==> config.mk <==
export PLATFORM = sky130hd
export DESIGN_NAME = scan_batch_fifo
export DESIGN_NICKNAME = d
export VERILOG_FILES = /design/src/rtl/sbf_pkg.sv /design/src/rtl/sbf_ctrl.sv /design/src/rtl/sbf_datapath.sv /design/src/rtl/scan_batch_fifo.sv
export SDC_FILE = /design/constraint.sdc
export NUM_CORES = 1
export LEC_CHECK = 0
export BUFFER_PORTS_ARGS = -buffer_cell sky130_fd_sc_hd__buf_4
export CELL_PAD_IN_SITES_DETAIL_PLACEMENT = 1
export CELL_PAD_IN_SITES_GLOBAL_PLACEMENT = 2
export CORE_UTILIZATION = 40
export DETAILED_ROUTE_END_ITERATION = 8
export PLACE_DENSITY_LB_ADDON = 0.12
export SYNTH_ARGS = -nofsm -noshare
export SYNTH_HDL_FRONTEND = slang
export SYNTH_SLANG_ARGS = --single-unit
export TNS_END_PERCENT = 100
==> constraint.sdc <==
create_clock -name clk -period 3.91 [get_ports clk]
set_input_delay 1.173 -clock clk [delete_from_list [all_inputs] [get_ports clk]]
set_output_delay 1.173 -clock clk [all_outputs]
set_load 0.01 [all_outputs]
==> src/rtl/sbf_pkg.sv <==
package sbf_pkg;

  // Strobes issued by the control toward the storage datapath.
  typedef struct packed {
    logic push;
    logic pop;
    logic flush;
  } fifoStrobe_t;

  // Batch size in words for a 3-bit level code, limited to the store depth.
  function automatic int levelFromCode(input logic [2:0] code, input int depth);
    int size;
    case (code)
      3'd0: size = 1;
      3'd1: size = 2;
      3'd2: size = 4;
      3'd3: size = 8;
      3'd4: size = 12;
      default: size = 16;
    endcase
    if (size > depth) size = depth;
    return size;
  endfunction

endpackage

==> src/rtl/sbf_ctrl.sv <==
module sbf_ctrl
  import sbf_pkg::*;
#(
  parameter int DEPTH = 16,
  parameter int TAG_W = 2,
  localparam int CNT_W = $clog2(DEPTH + 1)
) (
  input  logic             clk,
  input  logic             rstN,
  input  logic             wrEn,
  input  logic [TAG_W-1:0] wrTag,
  input  logic             rdEn,
  input  logic [2:0]       cfgLevel,
  input  logic [TAG_W-1:0] cfgChans,
  input  logic             cfgFlush,
  output fifoStrobe_t      strobe,
  output logic [CNT_W-1:0] countQ,
  output logic             dataAvail,
  output logic             overflow,
  output logic             underflow
);

  logic             full;
  logic             empty;
  logic             tagMatch;
  logic [TAG_W-1:0] scanPos;
  logic [CNT_W-1:0] levelNeed;

  assign full     = (countQ == CNT_W'(DEPTH));
  assign empty    = (countQ == '0);
  assign tagMatch = (wrTag == scanPos);

  always_comb begin
    strobe.flush = cfgFlush;
    strobe.push  = wrEn && tagMatch && !full && !cfgFlush;
    strobe.pop   = rdEn && !empty && !cfgFlush;
  end

  always_comb levelNeed = CNT_W'(levelFromCode(cfgLevel, DEPTH));
  assign dataAvail = (countQ >= levelNeed);

  always_ff @(posedge clk or negedge rstN) begin
    if (!rstN) begin
      countQ    <= '0;
      scanPos   <= '0;
      overflow  <= 1'b0;
      underflow <= 1'b0;
    end else if (cfgFlush) begin
      countQ    <= '0;
      scanPos   <= '0;
      overflow  <= 1'b0;
      underflow <= 1'b0;
    end else begin
      case ({strobe.push, strobe.pop})
        2'b10:   countQ <= countQ + 1'b1;
        2'b01:   countQ <= countQ - 1'b1;
        default: countQ <= countQ;
      endcase
      if (strobe.push) scanPos <= (scanPos == cfgChans) ? '0 : scanPos + 1'b1;
      if (wrEn && tagMatch && full) overflow <= 1'b1;
      if (rdEn && empty) underflow <= 1'b1;
    end
  end

  AST_COUNT_BOUNDED: assert property (@(posedge clk) disable iff (!rstN)
    countQ <= CNT_W'(DEPTH));
  AST_FULL_WRITE_FLAGS: assert property (@(posedge clk) disable iff (!rstN)
    (wrEn && tagMatch && full && !cfgFlush) |=> (overflow && countQ == CNT_W'(DEPTH) - CNT_W'($past(rdEn))));
  AST_EMPTY_READ_FLAGS: assert property (@(posedge clk) disable iff (!rstN)
    (rdEn && empty && !cfgFlush) |=> underflow);
  AST_WRONG_TAG_DROPPED: assert property (@(posedge clk) disable iff (!rstN)
    (wrEn && !tagMatch && !rdEn && !cfgFlush) |=> $stable(countQ));
  AST_FLUSH_CLEARS: assert property (@(posedge clk) disable iff (!rstN)
    cfgFlush |=> (countQ == '0 && !overflow && !underflow && scanPos == '0));

endmodule

==> src/rtl/sbf_datapath.sv <==
module sbf_datapath
  import sbf_pkg::*;
#(
  parameter int DATA_W = 10,
  parameter int TAG_W  = 2,
  parameter int DEPTH  = 16,
  localparam int PTR_W = $clog2(DEPTH),
  localparam int WORD_W = DATA_W + TAG_W
) (
  input  logic              clk,
  input  logic              rstN,
  input  fifoStrobe_t       strobe,
  input  logic [DATA_W-1:0] wrData,
  input  logic [TAG_W-1:0]  wrTag,
  output logic [DATA_W-1:0] rdData,
  output logic [TAG_W-1:0]  rdTag,
  output logic [PTR_W-1:0]  wrPtr,
  output logic [PTR_W-1:0]  rdPtr
);

  function automatic logic [PTR_W-1:0] bump(input logic [PTR_W-1:0] p);
    return (p == PTR_W'(DEPTH - 1)) ? '0 : p + 1'b1;
  endfunction

  logic [WORD_W-1:0] store [DEPTH];
  logic [PTR_W-1:0]  wrSlot;

  // Write pointer names the last written slot; the next write lands one past it.
  assign wrSlot = bump(wrPtr);

  for (genvar gi = 0; gi < DEPTH; gi++) begin : g_slot
    always_ff @(posedge clk) begin
      if (strobe.push && wrSlot == PTR_W'(gi)) store[gi] <= {wrTag, wrData};
    end
  end

  always_ff @(posedge clk or negedge rstN) begin
    if (!rstN) begin
      wrPtr  <= PTR_W'(DEPTH - 1);
      rdPtr  <= '0;
      rdData <= '0;
      rdTag  <= '0;
    end else if (strobe.flush) begin
      wrPtr <= PTR_W'(DEPTH - 1);
      rdPtr <= '0;
    end else begin
      if (strobe.push) wrPtr <= wrSlot;
      if (strobe.pop) begin
        {rdTag, rdData} <= store[rdPtr];
        rdPtr <= bump(rdPtr);
      end
    end
  end

  AST_RDATA_HOLD: assert property (@(posedge clk) disable iff (!rstN)
    !strobe.pop |=> $stable({rdTag, rdData}));

endmodule

==> src/rtl/scan_batch_fifo.sv <==
module scan_batch_fifo
  import sbf_pkg::*;
#(
  parameter int DATA_W = 10,
  parameter int TAG_W  = 2,
  parameter int DEPTH  = 16,
  localparam int PTR_W = $clog2(DEPTH),
  localparam int CNT_W = $clog2(DEPTH + 1)
) (
  input  logic              clk,
  input  logic              rstN,
  input  logic              wrEn,
  input  logic [DATA_W-1:0] wrData,
  input  logic [TAG_W-1:0]  wrTag,
  input  logic              rdEn,
  output logic [DATA_W-1:0] rdData,
  output logic [TAG_W-1:0]  rdTag,
  input  logic [2:0]        cfgLevel,
  input  logic [TAG_W-1:0]  cfgChans,
  input  logic              cfgFlush,
  output logic              dataAvail,
  output logic              overflow,
  output logic              underflow
);

  fifoStrobe_t      strobe;
  logic [CNT_W-1:0] countQ;
  logic [PTR_W-1:0] wrPtr;
  logic [PTR_W-1:0] rdPtr;

  sbf_ctrl #(.DEPTH(DEPTH), .TAG_W(TAG_W)) u_ctrl (
    .clk(clk), .rstN(rstN), .wrEn(wrEn), .wrTag(wrTag), .rdEn(rdEn),
    .cfgLevel(cfgLevel), .cfgChans(cfgChans), .cfgFlush(cfgFlush),
    .strobe(strobe), .countQ(countQ), .dataAvail(dataAvail),
    .overflow(overflow), .underflow(underflow)
  );

  sbf_datapath #(.DATA_W(DATA_W), .TAG_W(TAG_W), .DEPTH(DEPTH)) u_datapath (
    .clk(clk), .rstN(rstN), .strobe(strobe), .wrData(wrData), .wrTag(wrTag),
    .rdData(rdData), .rdTag(rdTag), .wrPtr(wrPtr), .rdPtr(rdPtr)
  );

  // Pointer distance and unread count are kept by different modules.
  AST_PTR_COUNT_AGREE: assert property (@(posedge clk) disable iff (!rstN)
    ((int'(wrPtr) + 1 - int'(rdPtr) + DEPTH) % DEPTH) == (int'(countQ) % DEPTH));

endmodule

==> metrics <==
Die X=152 um; kind of critical path=input pin to primary output; DR vias=4631; main flop type after synthesis=edfxtp_1; crit-path cells=buf_4 -> nor3_1 -> ha_1 -> nand2b_1 -> a21oi_1 -> nor2b_1 -> o21ai_0 -> a21oi_1 -> buf_4; DIE AREA=0.0231 sq mm; Initial Util=0.410; Core ar.=0.0220 sq mm; Worst Setup Start Kind=input pin; CTS resizes=0; DR iter-0 viols=286; peak supply drop=0.366 mV; Root Buffer=clkbuf_16; via/cell ratio=5.45; Final HPWL DP=12200 um; routed wire length per instance=23.9 um; routed wire length=20300 um; Clock Sinks=221; Worst-path clk slew=0.06 ns; antenna violations before repair=1; area of the multi-input gates=0.00238 sq mm; RSZ-0062 raised after global routing=false; clk_skew=0.00986 ns; count leader, synth=edfxtp_1; status=finished with violations; Leak=3.47 nW; worst-skew pair later-pin latency=0.51 ns; CTS H-Tree Depth=1; slowest stage cell on the critical path=ha_1; Filler cells=2034; Post-route DRC=8; worst hold path class=flop to flop; arrival time worst endpoint=2.49 ns; Post-Synthesis Cells=491; area growth from synthesis to layout=16.6%; Hold Buf Count CTS=0; setup_tns=0 ns; Worst Hold Depth=2; Crit Path Max Fanout=6; Reg2Reg Depth=8; TritonCTS clock tree=built; Register Area=0.00650 sq mm; maxcap violations=0; final worst path period need=3.66 ns; failing checks=design-rule violations; Slew HR=0.165; Bufs on Longest Clock Path=3; Mean Syn Cell Area=18.3 sq um; Worst-Margin Slew=1.25 ns; hold path endpoint=u_datapath.rdData[2]; post-synth top area share=0.641; Critical Path Sink Type=primary output; DIE HEIGHT=152 um; vias in the first global route=5133; global-route wire length before repair=31300 um; synth cell count leaders=edfxtp_1, mux4_2, nor2_1, nand2_1, mux2i_1; max-slew violation count=0; WP data required=2.74 ns; Cell variety after synth=44; Worst path max stage delay=0.26 ns; HP Start=u_datapath.rdData[2]; boundary pin count=37; largest net degree at the start of global routing=32; largest cells by area after synthesis=edfxtp_1, mux4_2, dfrtp_1, mux2i_1, ha_1; R2R Setup Slk=1.12 ns; Antenna Nets Post-Route=0; TritonCTS buffer count=24; Placement Rows=54; max frequency=273 MHz; final hold vios=0; Setup-failing EPs final=0; Initial DRT Pass Iterations=6; share of cells above drive strength 1=0.285; GP Congestion=0.747; total global-route track usage=0.183; largest area contributor in the netlist=edfxtp_1; IO buf count=36; warnings from Yosys=0; post-synthesis cell area=0.00900 sq mm; Final nets=585; hold slack=0.501 ns; register bit total from synthesis=221; ys async rst share=0.131; Worst R2R End=u_ctrl.countQ[2]; total gr overflow=0; r2r startpoint=u_ctrl.countQ[1]; setup bufs post-CTS=0; pwr dens=575 mW/mm^2; final worst path period share=0.936; sequential-to-total area share from yosys stat=0.722; Synth Net Count=525; Post-synth EDFFs=192
power by group:
part	internal, mW	total (mW)	switching (mW)
logic	0.479	0.985	0.506
clock network	1.29	2.19	0.897
registers	2.67	2.86	0.189
total	4.44	6.04	1.59
cell type report:
cell class / count / share of cell area
sequential: 221 / 0.619
multi-input combinational: 235 / 0.227
clock buffer: 30 / 0.0603
timing repair buffer: 59 / 0.0422
tap: 280 / 0.0334
clock inverter: 14 / 0.0136
inverter: 10 / 0.00358
antenna: 1 / 0.000238
state kept, by name, summed over array words and instances, names as in the netlist:
signal             count
u_ctrl.countQ          5
u_ctrl.overflow        1
u_ctrl.scanPos         2
u_ctrl.underflow       1
u_datapath.rdData     10
u_datapath.rdPtr       4
u_datapath.rdTag       2
u_datapath.store     192
u_datapath.wrPtr       4
cell usage in the layout, fill, tap and decap left out, drive strengths merged, types with 8 or more instances in the layout:
cell and count:
buf 59, dfrtp 25, clkinv 8, mux4 48, edfxtp 192, mux2i 26
o221ai 12, inv 11, a21oi 11, nor3 16, clkbuf 30, nor2 30
nand2 27, ha 12
through the flow:
step / cell area, sq um / instances / utilization / power [mW] / worst slack, ns
after floorplan: 9000 / 491 / - / 3.50 / 0.609
after global placement: 9720 / 805 / 0.443 / 3.88 / 0.260
after detailed placement: 9720 / 805 / 0.443 / 3.91 / 0.240
after CTS: 10500 / 849 / 0.478 / 6.11 / 0.239
after global routing: 10500 / 849 / 0.478 / 6.28 / 0.164
final: 10500 / 850 / 0.478 / 6.04 / 0.251
critical path: cells and delay by family:
kind | cells | cell delay [ns]
simple gates | 3 | 0.41
compound gates | 3 | 0.36
buf+inv | 2 | 0.27
fa+ha+maj | 1 | 0.26
worst max path at each step:
stage                      from        end  slack, ns
detailed placement  cfgLevel[1]  dataAvail       0.24
CTS                 cfgLevel[1]  dataAvail       0.24
finish              cfgLevel[1]  dataAvail       0.25
floorplan           cfgLevel[1]  dataAvail       0.61
global route        cfgLevel[1]  dataAvail       0.16
global placement    cfgLevel[1]  dataAvail       0.26
kinds of logic (layout without fill, tap and decap cells):
| family | after synthesis | after routing | synth area share |
|---|---|---|---|
| flops | 221 | 221 | 0.722 |
| simple gates | 97 | 97 | 0.0513 |
| mux | 74 | 74 | 0.149 |
| compound gates | 42 | 42 | 0.0338 |
| buf+inv | 35 | 113 | 0.0175 |
| fa+ha+maj | 12 | 12 | 0.0167 |
| xor+xnor | 10 | 10 | 0.00973 |
| other cells | 0 | 1 | 0 |
per-layer routing:
| metal | up-vias | global-route usage | wire [um] |
|---|---|---|---|
| li1 | 2078 | - | - |
| met1 | 2443 | 0.236 | 8560 |
| met2 | 82 | 0.331 | 10600 |
| met3 | 28 | 0.0265 | 801 |
| met4 | 0 | 0.0360 | 314 |
| met5 | - | 0 | 0 |
No activity file was read; power rests on OpenSTA's default activity.
